**src/rtl/stlo_pkg.sv**
```systemverilog
// Shared constants and operand type for the store-to-load overlap comparator.
// Assumes 16-bit operand payloads and the two access widths of 4 and 8 bytes.
package stlo_pkg;
    parameter int PAY_W      = 16;
    parameter int NARROW_B   = 4;
    parameter int WIDE_B     = 8;
    parameter int BYTES_W    = $clog2(WIDE_B + 1);
    parameter int SUM_W      = PAY_W + 2;

    typedef struct packed {
        logic             is_k;
        logic [PAY_W-1:0] pay;
    } opnd_t;

    function automatic logic [BYTES_W-1:0] width_bytes(input logic wide);
        return wide ? BYTES_W'(WIDE_B) : BYTES_W'(NARROW_B);
    endfunction
endpackage

```
**src/rtl/stlo_opnd_eq.sv**
```systemverilog
// Operand identity compare. Two operands are the same only when both are
// constants or both are tags, and the payloads agree.
module stlo_opnd_eq
    import stlo_pkg::*;
(
    input  opnd_t a,
    input  opnd_t b,
    output logic  same
);
    // Flag and payload must both agree.
    always_comb begin
        same = (a.is_k == b.is_k) && (a.pay == b.pay);
    end
endmodule

```
**src/rtl/stlo_range_chk.sv**
```systemverilog
// Byte-range overlap of two constant offsets on a shared base.
// Assumes the caller has already checked that both offsets are constants.
// Arithmetic is sign-extended by two bits so offset plus width never wraps.
module stlo_range_chk
    import stlo_pkg::*;
(
    input  logic [PAY_W-1:0]   st_off,
    input  logic [BYTES_W-1:0] st_bytes,
    input  logic [PAY_W-1:0]   ld_off,
    input  logic [BYTES_W-1:0] ld_bytes,
    output logic               overlap
);
    logic signed [SUM_W-1:0] st_s;
    logic signed [SUM_W-1:0] ld_s;
    logic signed [SUM_W-1:0] st_end;
    logic signed [SUM_W-1:0] ld_end;

    // Widen both offsets and form the exclusive end of each access.
    always_comb begin
        st_s   = $signed({{(SUM_W-PAY_W){st_off[PAY_W-1]}}, st_off});
        ld_s   = $signed({{(SUM_W-PAY_W){ld_off[PAY_W-1]}}, ld_off});
        st_end = st_s + $signed({{(SUM_W-BYTES_W){1'b0}}, st_bytes});
        ld_end = ld_s + $signed({{(SUM_W-BYTES_W){1'b0}}, ld_bytes});
    end

    // The lower access must reach past the start of the higher one.
    always_comb begin
        if (st_s < ld_s) overlap = (st_end > ld_s);
        else             overlap = (ld_end > st_s);
    end
endmodule

```
**src/rtl/stlo_store_rec.sv**
```systemverilog
// Holds the latest store of the group: two operands and the byte count.
// A byte count of zero means nothing is recorded. Clear wins over issue.
module stlo_store_rec
    import stlo_pkg::*;
(
    input  logic               clk,
    input  logic               rst_n,
    input  logic               grp_clr,
    input  logic               st_issue,
    input  opnd_t              st_off,
    input  opnd_t              st_base,
    input  logic               st_wide,
    output opnd_t              rec_off,
    output opnd_t              rec_base,
    output logic [BYTES_W-1:0] rec_bytes,
    output logic               rec_valid
);
    // Capture or empty the record on the clock edge.
    always_ff @(posedge clk) begin
        if (!rst_n || grp_clr) begin
            rec_off   <= '0;
            rec_base  <= '0;
            rec_bytes <= '0;
        end else if (st_issue) begin
            rec_off   <= st_off;
            rec_base  <= st_base;
            rec_bytes <= width_bytes(st_wide);
        end
    end

    // A nonzero byte count marks a recorded store.
    always_comb begin
        rec_valid = (rec_bytes != '0);
    end

    p_clear_wins_r8: assert property (@(posedge clk) disable iff (!rst_n)
        grp_clr |=> (rec_bytes == '0));

    p_capture_r11: assert property (@(posedge clk) disable iff (!rst_n)
        (st_issue && !grp_clr) |=>
            (rec_off == $past(st_off)) && (rec_base == $past(st_base)) &&
            (rec_bytes == ($past(st_wide) ? BYTES_W'(WIDE_B) : BYTES_W'(NARROW_B))));

    p_hold_r7: assert property (@(posedge clk) disable iff (!rst_n)
        (!st_issue && !grp_clr) |=> $stable(rec_bytes) && $stable(rec_off) && $stable(rec_base));
endmodule

```
**src/rtl/stlo_cmp.sv**
```systemverilog
// Store-to-load overlap comparator top. Compares a load's two operands
// against the recorded store in straight and swapped order, and checks the
// byte ranges when both offsets are constants on the same base.
// Assumes ld_* inputs are stable while ld_hit is consumed.
module stlo_cmp
    import stlo_pkg::*;
(
    input  logic             clk,
    input  logic             rst_n,
    input  logic             grp_clr,
    input  logic             st_issue,
    input  logic             st_off_k,
    input  logic [PAY_W-1:0] st_off_v,
    input  logic             st_base_k,
    input  logic [PAY_W-1:0] st_base_v,
    input  logic             st_wide,
    input  logic             ld_off_k,
    input  logic [PAY_W-1:0] ld_off_v,
    input  logic             ld_base_k,
    input  logic [PAY_W-1:0] ld_base_v,
    input  logic             ld_wide,
    output logic             ld_hit
);
    localparam int N_CMP = 4;

    opnd_t              st_off, st_base, ld_off, ld_base;
    opnd_t              rec_off, rec_base;
    logic [BYTES_W-1:0] rec_bytes;
    logic               rec_valid;
    logic               range_hit;
    logic               straight, swapped, ranged;
    opnd_t              cmp_a [N_CMP];
    opnd_t              cmp_b [N_CMP];
    logic [N_CMP-1:0]   eq;

    // Pack the flat ports into operand records.
    always_comb begin
        st_off  = '{is_k: st_off_k,  pay: st_off_v};
        st_base = '{is_k: st_base_k, pay: st_base_v};
        ld_off  = '{is_k: ld_off_k,  pay: ld_off_v};
        ld_base = '{is_k: ld_base_k, pay: ld_base_v};
    end

    stlo_store_rec u_rec (
        .clk       (clk),
        .rst_n     (rst_n),
        .grp_clr   (grp_clr),
        .st_issue  (st_issue),
        .st_off    (st_off),
        .st_base   (st_base),
        .st_wide   (st_wide),
        .rec_off   (rec_off),
        .rec_base  (rec_base),
        .rec_bytes (rec_bytes),
        .rec_valid (rec_valid)
    );

    // Pairings: 0 off/off, 1 base/base, 2 off/base, 3 base/off.
    always_comb begin
        cmp_a[0] = ld_off;  cmp_b[0] = rec_off;
        cmp_a[1] = ld_base; cmp_b[1] = rec_base;
        cmp_a[2] = ld_off;  cmp_b[2] = rec_base;
        cmp_a[3] = ld_base; cmp_b[3] = rec_off;
    end

    for (genvar gi = 0; gi < N_CMP; gi++) begin : g_eq
        stlo_opnd_eq u_eq (
            .a    (cmp_a[gi]),
            .b    (cmp_b[gi]),
            .same (eq[gi])
        );
    end

    stlo_range_chk u_range (
        .st_off   (rec_off.pay),
        .st_bytes (rec_bytes),
        .ld_off   (ld_off_v),
        .ld_bytes (width_bytes(ld_wide)),
        .overlap  (range_hit)
    );

    // Combine the three match paths, gated by a recorded store.
    always_comb begin
        straight = eq[0] && eq[1];
        swapped  = eq[2] && eq[3];
        ranged   = eq[1] && rec_off.is_k && ld_off_k && range_hit;
        ld_hit   = rec_valid && (straight || swapped || ranged);
    end

    p_empty_quiet_r6: assert property (@(posedge clk) disable iff (!rst_n)
        !rec_valid |-> !ld_hit);

    p_straight_r1: assert property (@(posedge clk) disable iff (!rst_n)
        (rec_valid && eq[0] && eq[1]) |-> ld_hit);

    p_swapped_r2: assert property (@(posedge clk) disable iff (!rst_n)
        (rec_valid && eq[2] && eq[3]) |-> ld_hit);

    p_range_r3: assert property (@(posedge clk) disable iff (!rst_n)
        (rec_valid && eq[1] && rec_off.is_k && ld_off_k && range_hit) |-> ld_hit);
endmodule

```
**config.mk**
```make
export PLATFORM = sky130hd
export DESIGN_NAME = stlo_cmp
export DESIGN_NICKNAME = d
export VERILOG_FILES = /design/src/rtl/stlo_pkg.sv /design/src/rtl/stlo_opnd_eq.sv /design/src/rtl/stlo_range_chk.sv /design/src/rtl/stlo_store_rec.sv /design/src/rtl/stlo_cmp.sv
export SDC_FILE = /design/constraint.sdc
export NUM_CORES = 1
export LEC_CHECK = 0
export BUFFER_PORTS_ARGS = -buffer_cell sky130_fd_sc_hd__buf_2
export CORE_MARGIN = 4
export CORE_UTILIZATION = 55
export DETAILED_ROUTE_END_ITERATION = 8
export PLACE_DENSITY = 0.76
export SETUP_SLACK_MARGIN = 0.4
export SLEW_MARGIN = 20
export SYNTH_ARGS = -nofsm -noshare
export SYNTH_HDL_FRONTEND = slang
export SYNTH_SLANG_ARGS = --single-unit
```
**constraint.sdc**
```tcl
create_clock -name clk -period 3.8 [get_ports clk]
set_clock_uncertainty 0.1 [all_clocks]
set_input_delay 0 -clock clk [delete_from_list [all_inputs] [get_ports clk]]
set_output_delay 0 -clock clk [all_outputs]
set_load 0.005 [all_outputs]
```
==> run summary, run 1 <==
status: finished clean
H-tree depth: 2
Hold Startpoint: rst_n
CP Max Fanout: 6
#FFs+latches synth: 36
sequential element share of the synthesized area: 0.202
M2 GR Usage: 0.472
slack of the worst reg-to-reg path: 2.81 ns
Peak VDD IR: 0.000271 V
Hold Path Stages: 3
cells after synthesis: 429
Die Wd: 88.6 µm
Synth Area in Simple Gates: 0.173
drt pass-1 iters: 5
Synth Area in Compound Gates: 0.0924
mux cell area share after synthesis: 0.101
chip height: 88.6 µm
worst path cell trace: ha_1 -> a21o_1 -> nand2_2 -> nor3_2 -> nand4_1 -> xnor2_1 -> ha_1 -> nand3_1 -> nor3_2 -> and4_1 -> a21oi_1 -> and4b_1 -> a221o_1 -> buf_2
critical path required time: 3.70 ns
Synth warnings: 0
FF-to-FF End: u_rec.rec_off[13]
sum of buffers and inverters on the critical path: 1
most common cell after layout, fill and taps aside: buf_2
Maximum Capacitance Violations: 0
fin crit share: 0.852
CTS Buf Count: 5
diode count: 0
post-route setup TNS: 0 ns
synthesized cell area: 3570 µm²
io pins: 75
via count: 3557
per-cell routed wire length: 17.6 µm
Net Count, Synth: 557
die area: 7850 µm²
Clock Tree Buf Depth: 2
vias per cell: 5.82
worst r2r src: u_rec.rec_off[13]
Post-DRT Antenna Nets: 0
Initial Util: 0.566
Total Power: 1.01 mW
CP Capture Type: output port
TritonCTS clock tree: yes
sw frac: 0.307
Hold/Removal Path Class: input port to flip-flop
critical path type: flip-flop to output port
number of global-route vias before repair: 3581
max incr delay on CP: 0.36 ns
area grow syn2layout: 25.6%
share of cells above drive strength 1: 0.189
main combinational cell family by area after synthesis: adder cells
DR iter-0 viols: 174
DRC: 0
# nets final: 662
Max Slew Vio Count: 0
GRT overflow: 0
Internal: 0.702 mW
syn_area_per_cell: 8.33 µm²
Max Clock Freq: 0.309 GHz
GR Util met3: 0.0391
RSZ-0062 raised after global routing: no
Post-Synth Adder-Cell Area: 0.193
clock sinks: 36
Post-CTS Setup Repair Bufs: 0
largest net degree at the start of global routing: 37
Final Setup Violations: 0
WHS Endpoint: u_rec.rec_base[6]
CP arrival: 3.14 ns
met1 GRT Util: 0.346
CP top delay family: simple AND/OR/NAND/NOR gates
worst slew pin tran: 1.06 ns
clock-pin slew on the worst setup and hold paths: 0.07 ns
Netlist cell types: 38
gr busiest metal: met2
PwrDens: 226 nW/µm²
Worst Setup Start Kind: flip-flop
Comb power frac: 0.306
PortBufs: 74
Core ar.: 6310 µm²
Tmin final: 3.24 ns
Worst-Skew Late Latency: 0.28 ns
Pleak: 2.20 nW
initial antenna violation count: 0
first-pass GRT wire length: 17200 µm
slowest CP cell: dfxtp_2
dpl hpwl: 8260 µm
Placer Congestion: 1.02
WL final: 10800 µm
worst hold slack: 0.132 ns
most frequent cells in the layout: buf_2, ha_1, nor2_1, xor2_1, inv_1
Global Route Usage Sum: 0.286
CTS root buf: clkbuf_8
Sw Pwr: 0.311 mW
sequential power share: 0.406
worst r2r path cells: 2
Clk pwr share: 0.288
Rel. slew slack: 0.295
XOR/XNOR Fraction of Synth Area: 0.186
row cnt: 29
final hold violations: 0
## state kept, by name, summed over array words and instances (netlist names)
register and cells:
u_rec.rec_off 17, u_rec.rec_base 17, u_rec.rec_bytes 2
## layer usage
layer  vias to the layer above  part of all wire
met2                       150              0.47
met3                        47             0.069
met5                         -                 0
li1                       1695                 -
met4                         0             0.064
met1                      1665              0.40
## kinds of logic after synthesis
family / Yosys count
AO/OA/AOI/OAI: 52
multiplexers: 36
buffers and inverters: 49
AND/OR/NAND/NOR: 126
XOR/XNOR: 76
flip-flops: 36
adder cells (fa/ha/maj): 54
## final cells by class
type,count,area [µm²]
repair buffers,110,728
flip-flops and latches,36,738
fillers,498,1830
multi-input cells,344,2690
well taps,77,96.3
inverters,37,139
clock buffers,7,96.3
## worst reg2reg max path, stage by stage, from the launching register on
cell     delay, ns
dfxtp_1       0.58
mux2i_1       0.13
nor2_1        0.11
## Yosys cell counts
cell,n,area share
nor2b_1,2,0.0035
a221o_1,1,0.0028
o31a_1,2,0.0049
o21ai_1,1,0.0014
a21o_1,5,0.011
a21oi_1,21,0.029
fa_1,2,0.011
o22a_1,1,0.0025
clkbuf_1,8,0.0084
nor3_1,5,0.0070
buf_2,4,0.0056
inv_1,37,0.039
nand2b_1,2,0.0035
o311a_1,1,0.0028
nand2b_2,1,0.0025
o21a_1,3,0.0063
nand2_1,20,0.021
and3_1,4,0.0070
o21ai_0,8,0.011
a41o_2,1,0.0031
nand4_1,7,0.012
ha_1,52,0.18
nor4_2,1,0.0035
nor2_1,47,0.049
and4_1,1,0.0025
nand4_2,2,0.0070
o211ai_1,2,0.0042
nor4_1,14,0.025
a2111oi_0,1,0.0025
o41ai_1,1,0.0025
xor2_1,47,0.12
xnor2_1,29,0.071
dfxtp_1,36,0.20
a2111o_1,1,0.0031
and4b_1,1,0.0028
a31oi_1,3,0.0053
nand3_1,19,0.027
mux2i_1,36,0.10
## power by group through the flow
stage	sequential, mW	clock (mW)	combinational, mW
floorplan	0.410	0	0.177
global placement	0.419	0	0.268
detailed placement	0.420	0	0.274
CTS	0.412	0.294	0.304
global route	0.413	0.314	0.343
finish	0.411	0.292	0.310
## worst max-delay path by stage
stage,startpoint,to,slack [ns],cells past startpoint
6_report,u_rec.rec_off[3],ld_hit,0.56,14
5_1_grt,u_rec.rec_off[3],ld_hit,0.39,14
4_1_cts,u_rec.rec_off[2],ld_hit,0.41,12
3_5_place_dp,u_rec.rec_off[4],ld_hit,0.64,14
3_3_place_gp,u_rec.rec_off[4],ld_hit,0.73,14
2_1_floorplan,u_rec.rec_off[4],ld_hit,0.98,14
## through the flow
step                 util  setup WS [ns]  cells  area (µm²)
floorplan               -          0.979    429        3570
global placement    0.633          0.730    569        4000
detailed placement  0.633          0.636    569        4000
CTS                 0.706          0.413    611        4450
global route        0.711          0.392    611        4490
finish              0.711          0.563    611        4490
## timing repair
item / CTS / global route
hold buffers: 35 / 0
pin swaps: 0 / 1
hold endpoints to repair: 36 / 0
endpoints found under the setup margin: 1 / 1
gates resized for setup: 4 / 13
(Power assumes the default switching activity.)
==> run 2, diff against run 1 <==
--- a/config.mk
+++ b/config.mk
@@ -9,4 +9,5 @@
 export CORE_MARGIN = 4
 export CORE_UTILIZATION = 55
+export CTS_CLUSTER_SIZE = 8
 export DETAILED_ROUTE_END_ITERATION = 8
 export PLACE_DENSITY = 0.76
==> constraint.sdc (replaced) <==
create_clock -name clk -period 3.8 [get_ports clk]
set_clock_uncertainty 0.1 [all_clocks]
set_input_delay 0.57 -clock clk [delete_from_list [all_inputs] [get_ports clk]]
set_output_delay 0.57 -clock clk [all_outputs]
set_load 0.005 [all_outputs]
==> run 2 against run 1 <==
Die area stayed put. Total power down 4.0%. Clock-buffer cell count fell by 2. Combinational power is 3% lower. Register-to-register slack gained 0.03 ns. Non-clock buffer count decreased by 15. Final area is 2.8% lower. Via count fell by 3.5%. Critical path depth is the same. Maximum frequency decreased by 15%. Critical path type unchanged. Critical endpoint unchanged. Highest routed layer unchanged.
==> run summary, run 2 (synthesis gave the netlist of run 1 again) <==
status: finished clean
# nets final: 647 (-2.3%)
post-route setup TNS: 0 ns (unchanged)
CP Max Fanout: 2 (-4)
Initial Util: 0.566 (unchanged)
critical path type: flip-flop to output port
Die Wd: 88.6 µm (unchanged)
number of global-route vias before repair: 3388 (-5.4%)
Maximum Capacitance Violations: 0 (unchanged)
Rel. slew slack: 0.306 (+0.0109)
FF-to-FF End: u_rec.rec_off[12]
via count: 3431 (-3.5%)
Tmin final: 3.79 ns (+0.556 ns)
Worst Setup Start Kind: flip-flop
CTS root buf: clkbuf_8
slack of the worst reg-to-reg path: 2.84 ns (+0.03 ns)
Peak VDD IR: 0.000290 V (+7.1%)
worst slew pin tran: 1.04 ns (-0.0163 ns)
worst r2r path cells: 2 (unchanged)
Max Slew Vio Count: 0 (unchanged)
Placer Congestion: 0.957 (-6.3%)
Setup crit start: u_rec.rec_bytes[3]
most common cell after layout, fill and taps aside: buf_2
die area: 7850 µm² (unchanged)
dpl hpwl: 8540 µm (+3.3%)
vias per cell: 5.76 (-1.1%)
most frequent cells in the layout: buf_2, ha_1, xor2_1
PwrDens: 223 nW/µm² (-1.3%)
share of cells above drive strength 1: 0.260 (+0.0710)
clock sinks: 36 (unchanged)
Fillers: 526 (+5.6%)
Post-DRT Antenna Nets: 0 (unchanged)
top flop regs: u_rec.rec_base x17, u_rec.rec_off x17, u_rec.rec_bytes x2
worst setup path endpoint: ld_hit
Worst-Skew Late Latency: 0.29 ns (about the same)
Final Util: 0.691 (-0.0198)
largest net degree at the start of global routing: 37 (unchanged)
area grow syn2layout: 22.1%
chip height: 88.6 µm (unchanged)
initial antenna violation count: 0 (unchanged)
Pleak: 2.17 nW (-1.5%)
PortBufs: 74 (unchanged)
row cnt: 29 (unchanged)
critical path required time: 3.13 ns (-0.57 ns)
GRT overflow: 0 (unchanged)
RSZ-0062 raised after global routing: yes
DRC: 0 (unchanged)
CP Capture Type: output port
diode count: 0 (unchanged)
Hold/Removal Path Class: input port to flip-flop
worst hold slack: 0.411 ns (+0.279 ns)
Clock Tree Buf Depth: 2 (unchanged)
fin crit share: 0.998 (+0.146)
CP arrival: 3.12 ns (-0.02 ns)
Hold Buf Count CTS: 0 (-100%)
TritonCTS clock tree: yes
DR iter-0 viols: 255 (+47%)
per-cell routed wire length: 17.3 µm (-2.0%)
H-tree depth: 2 (unchanged)
CTS Buf Count: 5 (unchanged)
first-pass GRT wire length: 16100 µm (-6.4%)
drt pass-1 iters: 5 (unchanged)
Max Clock Freq: 0.264 GHz (-15%)
Core ar.: 6310 µm² (unchanged)
WL final: 10300 µm (-4.4%)
Total Power: 0.972 mW (-4.0%)
io pins: 75 (unchanged)
clock-pin slew on the worst setup and hold paths: 0.07 ns (about the same)
Global Route Usage Sum: 0.267 (-0.0187)
Hold Startpoint: st_off_v[2]
final hold violations: 0 (unchanged)
Final Setup Violations: 0 (unchanged)
worst r2r src: u_rec.rec_off[12]
-- run 2: cell types whose count changed in the layout (fill, tap and decap cells not counted), sizes merged --
cell	change
clkinv	+1
clkinvlp	+1
buf	+20
clkbuf	-2
dlygate4sd3	-35
-- run 2: metrics by stage --
stage	instances	cell area, µm²	worst slack, ns
2_1_floorplan	429	3600	0.409
4_1_cts	596	4340	0.0389
5_1_grt	596	4360	-0.121
3_5_place_dp	586	4150	-0.0327
3_3_place_gp	586	4150	0.0849
6_report	596	4360	0.00667
-- run 2: routing by layer --
| layer | track usage | routed length [µm] | up-vias |
|---|---|---|---|
| met4 | 0.0852 | 202 | 0 |
| met5 | 0 | 0 | - |
| met3 | 0.0438 | 731 | 22 |
| met2 | 0.451 | 4830 | 133 |
| met1 | 0.346 | 4530 | 1607 |
| li1 | - | - | 1669 |
-- run 2: final cells by class --
cell class,count,area [µm²],share of cell area
clock buffers,5,68.8,0.0158
clock inverters,2,12.5,0.00287
well taps,77,96.3,0.0221
multi-input cells,344,2790,0.639
inverters,37,139,0.0318
repair buffers,95,531,0.122
flip-flops and latches,36,727,0.167
-- run 2: how the worst min path moves through the flow --
stage,end,slack [ns],cells past startpoint
after detailed placement,u_rec.rec_base[8],0.45,2
after CTS,u_rec.rec_base[14],0.41,3
after global placement,u_rec.rec_base[12],0.44,2
after floorplan,u_rec.rec_bytes[2],0.41,2
final,u_rec.rec_off[2],0.41,3
after global routing,u_rec.rec_base[12],0.41,3
-- run 2: worst max-delay path, cell delays in order, from the launching register on --
cell and delay [ns]:
dfxtp_2 0.34, ha_4 0.25, a21o_1 0.14, nand2_2 0.09, nor3_4 0.13, nand4_1 0.13
xnor2_1 0.16, ha_1 0.32, nand3_2 0.12, nor3_4 0.22, and4_1 0.22, a21oi_1 0.06
and4b_1 0.21, a221o_1 0.31, buf_2 0.13
-- run 2: power by group --
part | leakage (nW) | switching, mW | internal (mW) | total [mW]
Clock | 0.0400 | 0.139 | 0.124 | 0.263
Sequential | 0.296 | 0.0163 | 0.390 | 0.406
Combinational | 1.84 | 0.164 | 0.139 | 0.302
Total | 2.17 | 0.319 | 0.653 | 0.972
-- run 2: what timing repair did --
action,in CTS,in global routing
endpoints found under the setup margin,1,1
setup buffers,3,0
pin swaps,18,2
resized for setup,19,8
==> run 3, diff against run 2 <==
--- a/config.mk
+++ b/config.mk
@@ -9,4 +9,5 @@
 export CORE_MARGIN = 4
 export CORE_UTILIZATION = 55
+export CTS_CLUSTER_DIAMETER = 80
 export CTS_CLUSTER_SIZE = 8
 export DETAILED_ROUTE_END_ITERATION = 8
==> constraint.sdc (replaced) <==
create_clock -name clk -period 3.8 [get_ports clk]
set_clock_uncertainty 0.1 [all_clocks]
set_input_delay 0.38 -clock clk [delete_from_list [all_inputs] [get_ports clk]]
set_output_delay 0.38 -clock clk [all_outputs]
set_load 0.005 [all_outputs]
==> run 3 against run 2 <==
Sequential power is essentially flat. Clock power is 11% higher. Setup slack better by 0.24 ns. Die area stayed put. Maximum frequency rose by 6.6%. First-iteration DRC count down 24%. Core utilization rose by 0.54 points. Cell count fell by 0.50%. Combinational power rose by 1%. Clock-buffer cell count up 2. Flip-flop and latch count unchanged. Critical endpoint unchanged. Largest cell class unchanged.
==> run summary, run 3 (synthesis gave the netlist of run 1 again) <==
status: finished clean
Pleak: 2.16 nW (-0.77%)
final hold violations: 0 (unchanged)
CTS root buf: clkbuf_8
diode count: 0 (unchanged)
sequential power share: 0.404 (-0.014)
CTS Buf Count: 5 (unchanged)
Worst Setup Start Kind: flip-flop
most common cell after layout, fill and taps aside: buf_2
vias per cell: 5.80 (+0.68%)
DR iter-0 viols: 193 (-24%)
row cnt: 29 (unchanged)
worst r2r src: u_rec.rec_off[15]
Hold/Removal Path Class: input port to flip-flop
Clk pwr share: 0.292 (+0.021)
max incr delay on CP: 0.43 ns (+0.09 ns)
Tmin final: 3.56 ns (-0.236 ns)
most frequent CP cell: buf_6
chip height: 88.6 µm (unchanged)
Hold Buf Count CTS: 0 (unchanged)
CP arrival: 3.08 ns (-0.04 ns)
TritonCTS clock tree: yes
DRC: 0 (unchanged)
Global Route Usage Sum: 0.284 (+0.0168)
slowest CP cell: fa_2
dpl hpwl: 8510 µm (-0.34%)
Initial Util: 0.566 (unchanged)
Setup crit start: u_rec.rec_bytes[3]
critical path type: flip-flop to output port
fin crit share: 0.936 (-0.0620)
die area: 7850 µm² (unchanged)
Internal: 0.688 mW (+5.4%)
largest net degree at the start of global routing: 37 (unchanged)
Final Setup Violations: 0 (unchanged)
Sw Pwr: 0.316 mW (-1.1%)
io pins: 75 (unchanged)
Rel. slew slack: 0.317 (+0.0106)
Placer Congestion: 0.984 (+2.8%)
clock-pin slew on the worst setup and hold paths: 0.07 ns (about the same)
post-route setup TNS: 0 ns (unchanged)
Peak VDD IR: 0.000304 V (+4.7%)
number of global-route vias before repair: 3535 (+4.3%)
WL final: 10900 µm (+5.6%)
Post-DRT Antenna Nets: 0 (unchanged)
Maximum Capacitance Violations: 0 (unchanged)
via count: 3437 (+0.17%)
per-cell routed wire length: 18.3 µm (+6.1%)
RSZ-0062 raised after global routing: yes
PortBufs: 74 (unchanged)
Max Clock Freq: 0.281 GHz (+6.6%)
Core ar.: 6310 µm² (unchanged)
Hold Startpoint: st_off_v[1]
most frequent cells in the layout: buf_2, ha_1, xor2_1
Total Power: 1.00 mW (+3.2%)
sw frac: 0.315 (-0.0138)
PwrDens: 228 nW/µm² (+2.5%)
Die Wd: 88.6 µm (unchanged)
CP Max Fanout: 4 (+2)
Max Slew Vio Count: 0 (unchanged)
H-tree depth: 2 (unchanged)
Worst-Skew Late Latency: 0.28 ns (about the same)
clock sinks: 36 (unchanged)
dpl ws: 0.144 ns (+0.176 ns)
drt pass-1 iters: 4 (-1)
Fillers: 491 (-6.7%)
worst path cell trace: buf_6 -> fa_2 -> buf_6 -> nand3_2 -> xnor2_1 -> ha_1 -> nand4_1 -> nor3_2 -> and4_1 -> a21oi_1 -> and4b_1 -> a221o_1 -> buf_2
first-pass GRT wire length: 17100 µm (+5.8%)
GRT overflow: 0 (unchanged)
Worst Setup Slack, final: 0.242 ns (+0.236 ns)
critical path required time: 3.32 ns (+0.19 ns)
initial antenna violation count: 0 (unchanged)
top flop regs: u_rec.rec_base x17, u_rec.rec_off x17, u_rec.rec_bytes x2
share of cells above drive strength 1: 0.260 (-0.000426)
Clock Tree Buf Depth: 2 (unchanged)
Comb power frac: 0.304 (-0.007)
area grow syn2layout: 23.0%
worst slew pin tran: 1.02 ns (-0.0160 ns)
# nets final: 644 (-0.46%)
CP Capture Type: output port
## run 3: routing by layer
layer  vias to the layer above  wire length [µm]  track usage
met4                         0               486        0.128
met3                        47               807       0.0568
met1                      1599              4300        0.337
met2                       128              5280        0.492
li1                       1663                 -            -
met5                         -                 0            0
## run 3: power by group through the flow
stage / logic [mW] / registers (mW) / clock network (mW)
2_1_floorplan: 0.177 / 0.410 / 0
3_3_place_gp: 0.274 / 0.416 / 0
3_5_place_dp: 0.281 / 0.416 / 0
4_1_cts: 0.293 / 0.405 / 0.297
5_1_grt: 0.338 / 0.406 / 0.314
6_report: 0.306 / 0.405 / 0.293
## run 3: area by class of cell
| class | instances | area [µm²] | share of cell area |
|---|---|---|---|
| flip-flops and latches | 36 | 741 | 0.168 |
| multi-input cells | 344 | 2810 | 0.639 |
| inverters | 37 | 139 | 0.0316 |
| clock buffers | 7 | 96.3 | 0.0219 |
| repair buffers | 92 | 517 | 0.118 |
| well taps | 77 | 96.3 | 0.0219 |
## run 3: critical path: cells and delay by family (launching register included)
| family | cells | cell delay, ns |
|---|---|---|
| xor gates and xnor gates | 1 | 0.07 |
| DFF | 1 | 0.36 |
| and+or+nand+nor | 5 | 0.84 |
| adders and majority gates | 2 | 0.76 |
| buffers and inverters | 3 | 0.40 |
| AOI/OAI and AO/OA | 2 | 0.35 |
## run 3: path summary, 6_finish.rpt
kind,to,slack (ns),cells past startpoint
worst max-delay path,ld_hit,0.24,13
worst min-delay path,u_rec.rec_off[1],0.23,3
worst max register to register,u_rec.rec_off[15],2.81,3
worst min register to register,u_rec.rec_off[4],0.45,2
## run 3: repair_timing
item,CTS,global route
gates resized for setup,31,11
setup endpoints to repair,1,1
cloned,0,0
pin swaps,15,11
setup buffers,6,3
## run 3: per-stage QoR
step           cell area, µm²  hold WS, ns   util  instances
2_1_floorplan            3570        0.415      -        429
3_3_place_gp             4060        0.439  0.643        577
3_5_place_dp             4060        0.445  0.643        577
4_1_cts                  4320        0.226  0.685        590
5_1_grt                  4400        0.227  0.696        593
6_report                 4400        0.230  0.696        593
